## src/rtl/pbsram_pkg.sv

```systemverilog
`timescale 1ns/1ps
package pbsram_pkg;

    localparam int BURST_W = 2;
    localparam logic [BURST_W-1:0] CNT_STEP = BURST_W'(1);

    typedef enum logic [1:0] {
        ST_IDLE   = 2'd0,
        ST_ACTIVE = 2'd1,
        ST_SLEEP  = 2'd2
    } ctl_state_e;

endpackage

```

## src/rtl/pbsram_ctrl.sv

```systemverilog
`timescale 1ns/1ps
module pbsram_ctrl
    import pbsram_pkg::*;
#(
    parameter int ADDR_W = 6,
    parameter int LANES  = 4
) (
    input  logic              clk,
    input  logic              rst_n,
    input  logic [ADDR_W-1:0] addr,
    input  logic              strobe_cpu_n,
    input  logic              strobe_ctl_n,
    input  logic              burst_step_n,
    input  logic              en_a_n,
    input  logic              en_b,
    input  logic              en_c_n,
    input  logic              wr_all_n,
    input  logic              wr_lane_en_n,
    input  logic [LANES-1:0]  wr_lane_sel_n,
    input  logic              sleep,
    output logic [LANES-1:0]  lane_we,
    output logic [ADDR_W-1:0] cell_addr,
    output logic [ADDR_W-1:0] rd_addr_q,
    output logic              rd_pend_q,
    output logic              chip_on_q,
    output ctl_state_e        state_q
);

    ctl_state_e         state_d;
    logic [ADDR_W-1:0]  base_q, base_d;
    logic [BURST_W-1:0] cnt_q, cnt_d;
    logic               chip_d;
    logic               selected, cpu_go, ctl_go;
    logic               do_acc, wr_ok, rd_now;
    logic [LANES-1:0]   lanes_req;

    // Next-state and access decode
    always_comb begin
        selected  = !en_a_n && en_b && !en_c_n;
        cpu_go    = !strobe_cpu_n && !en_a_n;
        ctl_go    = !strobe_ctl_n && !cpu_go;
        lanes_req = !wr_all_n ? {LANES{1'b1}}
                  : (!wr_lane_en_n ? ~wr_lane_sel_n : {LANES{1'b0}});
        state_d   = state_q;
        base_d    = base_q;
        cnt_d     = cnt_q;
        chip_d    = chip_on_q;
        cell_addr = base_q;
        do_acc    = 1'b0;
        wr_ok     = 1'b0;
        unique case (state_q)
            ST_SLEEP: begin
                chip_d = 1'b0;
                if (!sleep) state_d = ST_IDLE;            // wake
            end
            ST_IDLE, ST_ACTIVE: begin
                if (sleep) begin                          // doze
                    state_d = ST_SLEEP;
                    chip_d  = 1'b0;
                end else if (cpu_go || ctl_go) begin
                    chip_d = selected;
                    if (selected) begin                   // start
                        state_d   = ST_ACTIVE;
                        base_d    = addr;
                        cnt_d     = '0;
                        cell_addr = addr;
                        do_acc    = 1'b1;
                        wr_ok     = ctl_go;
                    end else begin                        // deselect
                        state_d = ST_IDLE;
                    end
                end else if (state_q == ST_ACTIVE) begin  // continue
                    if (!burst_step_n) cnt_d = cnt_q + CNT_STEP;
                    cell_addr = {base_q[ADDR_W-1:BURST_W], base_q[BURST_W-1:0] + cnt_d};
                    do_acc    = 1'b1;
                    wr_ok     = 1'b1;
                end
            end
        endcase
        lane_we = (do_acc && wr_ok) ? lanes_req : {LANES{1'b0}};
        rd_now  = do_acc && (lane_we == {LANES{1'b0}});
    end

    // State register
    always_ff @(posedge clk or negedge rst_n) begin
        if (!rst_n) begin
            state_q   <= ST_IDLE;
            base_q    <= '0;
            cnt_q     <= '0;
            chip_on_q <= 1'b0;
            rd_addr_q <= '0;
            rd_pend_q <= 1'b0;
        end else begin
            state_q   <= state_d;
            base_q    <= base_d;
            cnt_q     <= cnt_d;
            chip_on_q <= chip_d;
            rd_addr_q <= cell_addr;
            rd_pend_q <= rd_now;
        end
    end

    // a step moves to the next word of the block
    a_r4_burst_next: assert property (@(posedge clk) disable iff (!rst_n)
        (state_q == ST_ACTIVE && strobe_cpu_n && strobe_ctl_n && !burst_step_n && !sleep)
        |=> rd_addr_q[BURST_W-1:0] == $past(rd_addr_q[BURST_W-1:0]) + CNT_STEP);

    // no step holds the address
    a_r4_burst_hold: assert property (@(posedge clk) disable iff (!rst_n)
        (state_q == ST_ACTIVE && strobe_cpu_n && strobe_ctl_n && burst_step_n && !sleep)
        |=> rd_addr_q == $past(rd_addr_q));

endmodule

```

## src/rtl/pbsram_array.sv

```systemverilog
`timescale 1ns/1ps
module pbsram_array #(
    parameter int ADDR_W = 6,
    parameter int LANES  = 4,
    parameter int LANE_W = 9
) (
    input  logic                    clk,
    input  logic [LANES-1:0]        lane_we,
    input  logic [ADDR_W-1:0]       waddr,
    input  logic [LANES*LANE_W-1:0] wdata,
    input  logic [ADDR_W-1:0]       raddr,
    output logic [LANES*LANE_W-1:0] rword
);

    localparam int DEPTH = 1 << ADDR_W;

    for (genvar g = 0; g < LANES; g++) begin : g_lane
        logic [LANE_W-1:0] cells [DEPTH];

        always_ff @(posedge clk) begin
            if (lane_we[g]) cells[waddr] <= wdata[g*LANE_W +: LANE_W];
        end

        assign rword[g*LANE_W +: LANE_W] = cells[raddr];
    end

endmodule

```

## src/rtl/pbsram_outreg.sv

```systemverilog
`timescale 1ns/1ps
module pbsram_outreg #(
    parameter int WORD_W = 36
) (
    input  logic              clk,
    input  logic              rst_n,
    input  logic              rd_pend,
    input  logic              chip_on,
    input  logic              sleep,
    input  logic              out_en_n,
    input  logic [WORD_W-1:0] word_in,
    output logic [WORD_W-1:0] rdata,
    output logic              rdata_valid
);

    logic [WORD_W-1:0] hold_q;
    logic              vld_q;

    always_ff @(posedge clk or negedge rst_n) begin
        if (!rst_n) begin
            hold_q <= '0;
            vld_q  <= 1'b0;
        end else begin
            vld_q <= rd_pend && chip_on && !sleep;
            if (rd_pend) hold_q <= word_in;
        end
    end

    always_comb begin
        rdata_valid = vld_q && !out_en_n && !sleep;
        rdata       = rdata_valid ? hold_q : '0;
    end

    // valid output only follows a registered read
    a_r2_valid_source: assert property (@(posedge clk) disable iff (!rst_n)
        rdata_valid |-> $past(rd_pend && chip_on));

endmodule

```

## src/rtl/pbsram_core.sv

```systemverilog
`timescale 1ns/1ps
module pbsram_core
    import pbsram_pkg::*;
#(
    parameter int ADDR_W = 6,
    parameter int LANES  = 4,
    parameter int LANE_W = 9
) (
    input  logic                    clk,
    input  logic                    rst_n,
    input  logic [ADDR_W-1:0]       addr,
    input  logic                    strobe_cpu_n,
    input  logic                    strobe_ctl_n,
    input  logic                    burst_step_n,
    input  logic                    en_a_n,
    input  logic                    en_b,
    input  logic                    en_c_n,
    input  logic                    wr_all_n,
    input  logic                    wr_lane_en_n,
    input  logic [LANES-1:0]        wr_lane_sel_n,
    input  logic [LANES*LANE_W-1:0] wdata,
    input  logic                    out_en_n,
    input  logic                    sleep,
    output logic [LANES*LANE_W-1:0] rdata,
    output logic                    rdata_valid
);

    localparam int WORD_W = LANES * LANE_W;

    logic [LANES-1:0]  lane_we;
    logic [ADDR_W-1:0] cell_addr, rd_addr_q;
    logic              rd_pend_q, chip_on_q;
    ctl_state_e        state_q;
    logic [WORD_W-1:0] rword;

    pbsram_ctrl #(.ADDR_W(ADDR_W), .LANES(LANES)) u_ctrl (
        .clk(clk), .rst_n(rst_n), .addr(addr),
        .strobe_cpu_n(strobe_cpu_n), .strobe_ctl_n(strobe_ctl_n),
        .burst_step_n(burst_step_n), .en_a_n(en_a_n), .en_b(en_b), .en_c_n(en_c_n),
        .wr_all_n(wr_all_n), .wr_lane_en_n(wr_lane_en_n), .wr_lane_sel_n(wr_lane_sel_n),
        .sleep(sleep), .lane_we(lane_we), .cell_addr(cell_addr),
        .rd_addr_q(rd_addr_q), .rd_pend_q(rd_pend_q), .chip_on_q(chip_on_q),
        .state_q(state_q)
    );

    pbsram_array #(.ADDR_W(ADDR_W), .LANES(LANES), .LANE_W(LANE_W)) u_array (
        .clk(clk), .lane_we(lane_we), .waddr(cell_addr), .wdata(wdata),
        .raddr(rd_addr_q), .rword(rword)
    );

    pbsram_outreg #(.WORD_W(WORD_W)) u_out (
        .clk(clk), .rst_n(rst_n), .rd_pend(rd_pend_q), .chip_on(chip_on_q),
        .sleep(sleep), .out_en_n(out_en_n), .word_in(rword),
        .rdata(rdata), .rdata_valid(rdata_valid)
    );

    logic start_try, fully_sel;
    assign start_try = (!strobe_cpu_n && !en_a_n) || !strobe_ctl_n;
    assign fully_sel = !en_a_n && en_b && !en_c_n;

    // processor-strobe start never writes
    a_r5_cpu_first_read: assert property (@(posedge clk) disable iff (!rst_n)
        (!strobe_cpu_n && !en_a_n && !sleep && state_q != ST_SLEEP) |-> lane_we == '0);

    // global write covers every lane
    a_r6_all_lanes: assert property (@(posedge clk) disable iff (!rst_n)
        (lane_we != '0 && !wr_all_n) |-> lane_we == {LANES{1'b1}});

    // deselecting start leaves the output invalid
    a_r8_deselect: assert property (@(posedge clk) disable iff (!rst_n)
        (start_try && !fully_sel && !sleep && state_q != ST_SLEEP)
        |-> (lane_we == '0) ##2 !rdata_valid);

    // sleep blocks writes and the next read
    a_r11_sleep_blocks: assert property (@(posedge clk) disable iff (!rst_n)
        sleep |-> (lane_we == '0) ##1 !rd_pend_q);

endmodule

```

## config.mk

```make
export PLATFORM = sky130hd
export DESIGN_NAME = pbsram_core
export DESIGN_NICKNAME = d
export VERILOG_FILES = /design/src/rtl/pbsram_pkg.sv /design/src/rtl/pbsram_ctrl.sv /design/src/rtl/pbsram_array.sv /design/src/rtl/pbsram_outreg.sv /design/src/rtl/pbsram_core.sv
export SDC_FILE = /design/constraint.sdc
export NUM_CORES = 2
export LEC_CHECK = 0
export BUFFER_PORTS_ARGS = -buffer_cell sky130_fd_sc_hd__buf_2
export CORE_MARGIN = 4
export CORE_UTILIZATION = 60
export DETAILED_ROUTE_END_ITERATION = 10
export PLACE_DENSITY = 0.74
export SYNTH_ARGS = -nofsm -noshare
export SYNTH_HDL_FRONTEND = slang
export SYNTH_SLANG_ARGS = --single-unit
```

## constraint.sdc

```tcl
create_clock -name clk -period 3.7 [get_ports clk]
set_clock_uncertainty 0.15 [all_clocks]
set_input_delay 0 -clock clk [delete_from_list [all_inputs] [get_ports clk]]
set_output_delay 0 -clock clk [all_outputs]
set_load 0.01 [all_outputs]
```

==> impl_metrics.py <==
metrics = {
    "run_status": {
        "outcome": "complete, no violations",
    },
    "power": {
        "clkPwrFrac_pct": 37.3,
        "p_per_area_nw_per_um2": 572,
        "vdd_drop_max_mv": 0.525,
        "p_comb_share_pct": 13.2,
        "pwr-share-seq_pct": 49.4,
        "p_int_mw": 45.3,
        "p_sw_share_pct": 24.3,
        "power_switching_mw": 14.5,
        "leakage_nw": 33.5,
    },
    "detailed_routing": {
        "routedWlPerCell_um": 30.2,
        "drcViolationCount": 0,
        "drtIter0Drc": 6830,
        "viasPerCell": 6.55,
        "finalWirelength_um": 222000,
        "dr.pass1.iters": 6,
        "ant_nets": 0,
        "vias": 48200,
    },
    "die": {
        "dieArea_um2": 159000,
        "fp.dieH_um": 398,
        "die_w_um": 398,
        "core-area_um2": 151000,
        "rows": 142,
        "pin_count": 95,
        "start_util_pct": 60.7,
    },
    "synth": {
        "synth-xor-area-share_pct": 0.0287,
        "yosys.area_share.simple_pct": 3.95,
        "synth_edf_count": 2304,
        "synth_seq_cells": 2359,
        "synth_mux_area_share_pct": 13.5,
        "synth_flop_cell": "edfxtp_1",
        "netlist_area_um2": 91400,
        "netlist.area_leader.share_pct": 75.7,
        "yosysSeqAreaShare_pct": 77.2,
        "avgSynthCellArea_um2": 19.6,
        "synth_nets": 4726,
        "synth_fa_ha_area_share_pct": 0.0137,
        "syn_inst": 4667,
        "synthArstFlopShare_pct": 2.33,
        "yosysTopAreaCell": "edfxtp_1",
        "yosysUniqueCellTypes": 55,
        "yosys_warnings": 0,
        "synth_compound_area_share_pct": 3.94,
        "synthTopCellsByArea": "edfxtp_1 76%, mux4_2 9.8%, mux2i_1 2.4%",
        "synth_top_family_by_area": "multiplexers",
    },
    "critical_path": {
        "critical_path.max_stage_delay_ps": 600,
        "worstPathMaxFanout": 11,
        "critPathRequiredTime_ps": 4080,
        "startpoint_type": "flop",
        "endpoint_kind": "flop",
        "critPathKind": "flop to flop",
        "arrival_ps": 3990,
        "crit_path_top_delay_cell": "dlygate4sd3_1",
        "worstPathCellList": "nor2_1 > nand3_2 > mux2i_4 > dlygate4sd3_1 > inv_1 > and2_4 > nand2_4 > buf_4 > nor2_1 > buf_4",
        "rrSetupSlack_ps": 90,
    },
    "sta": {
        "relSlewSlack_pct": 9.54,
        "report.final.slew_viol_count": 0,
        "fmax_mhz": 277,
        "finalHoldViolCount": 0,
        "tightest_slew_ps": 1360,
        "setup_viol": 0,
        "fin_hold_ws_ps": 60.0,
        "min_period_ps": 3610,
        "fin_ws_ps": 90.7,
        "finalCritPeriodShare_pct": 97.5,
        "rsz0062_at_grt": "true",
    },
    "layout": {
        "nets": 5200,
        "final_area_um2": 105000,
        "final_util_pct": 69.5,
        "drive_gt1_share_pct": 25.6,
        "areaGrowthSynthToFinish_pct": 14.5,
    },
    "place": {
        "gp_congestion": 0.865,
        "place_ws_ps": 20.4,
        "place.port_buffers": 94,
        "place_hpwl_um": 134000,
        "post_dp_cell_area_um2": 96500,
    },
    "clocking": {
        "insertion_delay_ps": 860,
        "clk_pin_slew_ps": 70,
        "cts_tree": "yes",
        "cts_buffers": 222,
        "post-cts-setup-buffers": 0,
        "cts_buffer_depth": 3,
        "cts_sinks": 2359,
        "cts_max_level": 4,
        "cts_root_buf": "clkbuf_16",
    },
    "global_route": {
        "grt_first_pass_wirelength_um": 326000,
        "track_usage_pct": 28.4,
        "overflow": 0,
        "grt_antenna_before_repair": 12,
        "grt_pass1_vias": 48500,
        "grt_start_max_net_pins": 65,
    },
    "hold_path": {
        "hold_class": "input port to flop",
    },
    "job": {
        "max_cap_violations": 0,
    },
}
per-layer routing:
| metal | vias to the layer above | part of all wire [%] | track usage, % | wire length [µm] |
|---|---|---|---|---|
| met5 | - | 0.016 | 0 | 35 |
| met4 | 6 | 3.2 | 9.59 | 7040 |
| met3 | 419 | 11 | 5.62 | 23600 |
| met2 | 2942 | 47 | 43.1 | 105000 |
| met1 | 24900 | 39 | 42.2 | 86300 |
| li1 | 20000 | - | - | - |
worst max-delay path: cells and delay by family (launching register included):
family | cells | cell delay (ps)
DFF | 1 | 410
muxes | 1 | 270
and+or+nand+nor | 5 | 1120
buffers and inverters | 4 | 1300
cell usage after synthesis (all sizes together), types with 5 or more instances:
| library cell | instances |
|---|---|
| mux2i | 217 |
| and2 | 43 |
| nor3b | 6 |
| mux2 | 112 |
| clkbuf | 117 |
| buf | 153 |
| inv | 7 |
| o32ai | 36 |
| mux4 | 396 |
| a21oi | 148 |
| a22oi | 144 |
| nand2 | 123 |
| o21ai | 17 |
| o22ai | 72 |
| edfxtp | 2304 |
| nor3 | 5 |
| nor4 | 37 |
| nand4b | 6 |
| nand3 | 43 |
| dfrtp | 55 |
| nor2b | 111 |
| a211oi | 108 |
| nand2b | 8 |
| nor2 | 374 |
sequential cells by signal, indices dropped and copies added (netlist names):
register	cells
u_array.g_lane.cells	2304
u_out.hold_q	36
u_ctrl.base_q	6
u_ctrl.rd_addr_q	6
u_ctrl.cnt_q	2
u_ctrl.state_q	2
u_ctrl.chip_on_q	1
u_ctrl.rd_pend_q	1
u_out.vld_q	1
cell families (layout without fill, tap and decap cells):
group,count (synthesis),count (layout)
flops,2359,2359
fa+ha+maj,1,1
mux,725,725
xor+xnor,3,3
compound gates,535,535
other cells,0,10
buf+inv,277,947
simple gates,767,767
area by class of cell:
type | instances | area (µm²)
inverters | 7 | 26.3
clock buffers | 279 | 5910
diodes | 10 | 25.0
clock inverters | 141 | 1280
multi-input cells | 2031 | 19900
well taps | 2016 | 2520
flip-flops and latches | 2359 | 70600
repair buffers | 520 | 4440
fillers | 9168 | 46000
power by group through the flow:
stage / Clock [mW] / Combinational (mW) / Sequential (mW)
after floorplan: 0 / 4.79 / 30.0
after global placement: 0 / 7.59 / 30.2
after detailed placement: 0 / 7.69 / 30.2
after CTS: 22.6 / 7.85 / 29.6
after global routing: 23.8 / 8.31 / 29.6
final: 22.4 / 7.91 / 29.6
path summary, 6_finish.rpt:
path | from | endpoint | cells after the start
worst max register to register | u_ctrl.state_q[1] | u_array.g_lane[2].cells[15][5] | 10
worst min register to register | u_ctrl.chip_on_q | u_out.vld_q | 2
worst max-delay path | u_ctrl.state_q[1] | u_array.g_lane[2].cells[15][5] | 10
max in group asynchronous | rst_n | u_ctrl.rd_addr_q[1] | 4
worst min-delay path | wdata[1] | u_array.g_lane[0].cells[33][1] | 2
min in group asynchronous | rst_n | u_out.hold_q[9] | 4
what timing repair did:
item | 4_1_cts | 5_1_grt
setup endpoints to repair | 15 | 697
resized for setup | 2 | 58
pin swaps | 0 | 0
hold buffers | 71 | 0
endpoints found under the hold margin | 2383 | 0
cells in the final DEF, fill, tap and decap left out, drive strengths merged, types with 72 or more instances in the layout:
cell type and count:
nor2 374, a211oi 108, o22ai 72, mux2 112, nor2b 111, nand2 123
a22oi 144, mux2i 217, clkinv 104, edfxtp 2304, buf 450, mux4 396
clkbuf 279, a21oi 148
through the flow:
| stage | std cells | total power [mW] | setup TNS [ps] |
|---|---|---|---|
| after floorplan | 4667 | 34.8 | 0 |
| after global placement | 6862 | 37.8 | 0 |
| after detailed placement | 6862 | 37.9 | 0 |
| after CTS | 7353 | 60.1 | -47.5 |
| after global routing | 7354 | 61.7 | -28.6 |
| final | 7363 | 59.9 | 0 |
Note: power is estimated with default switching activity, not from simulation.
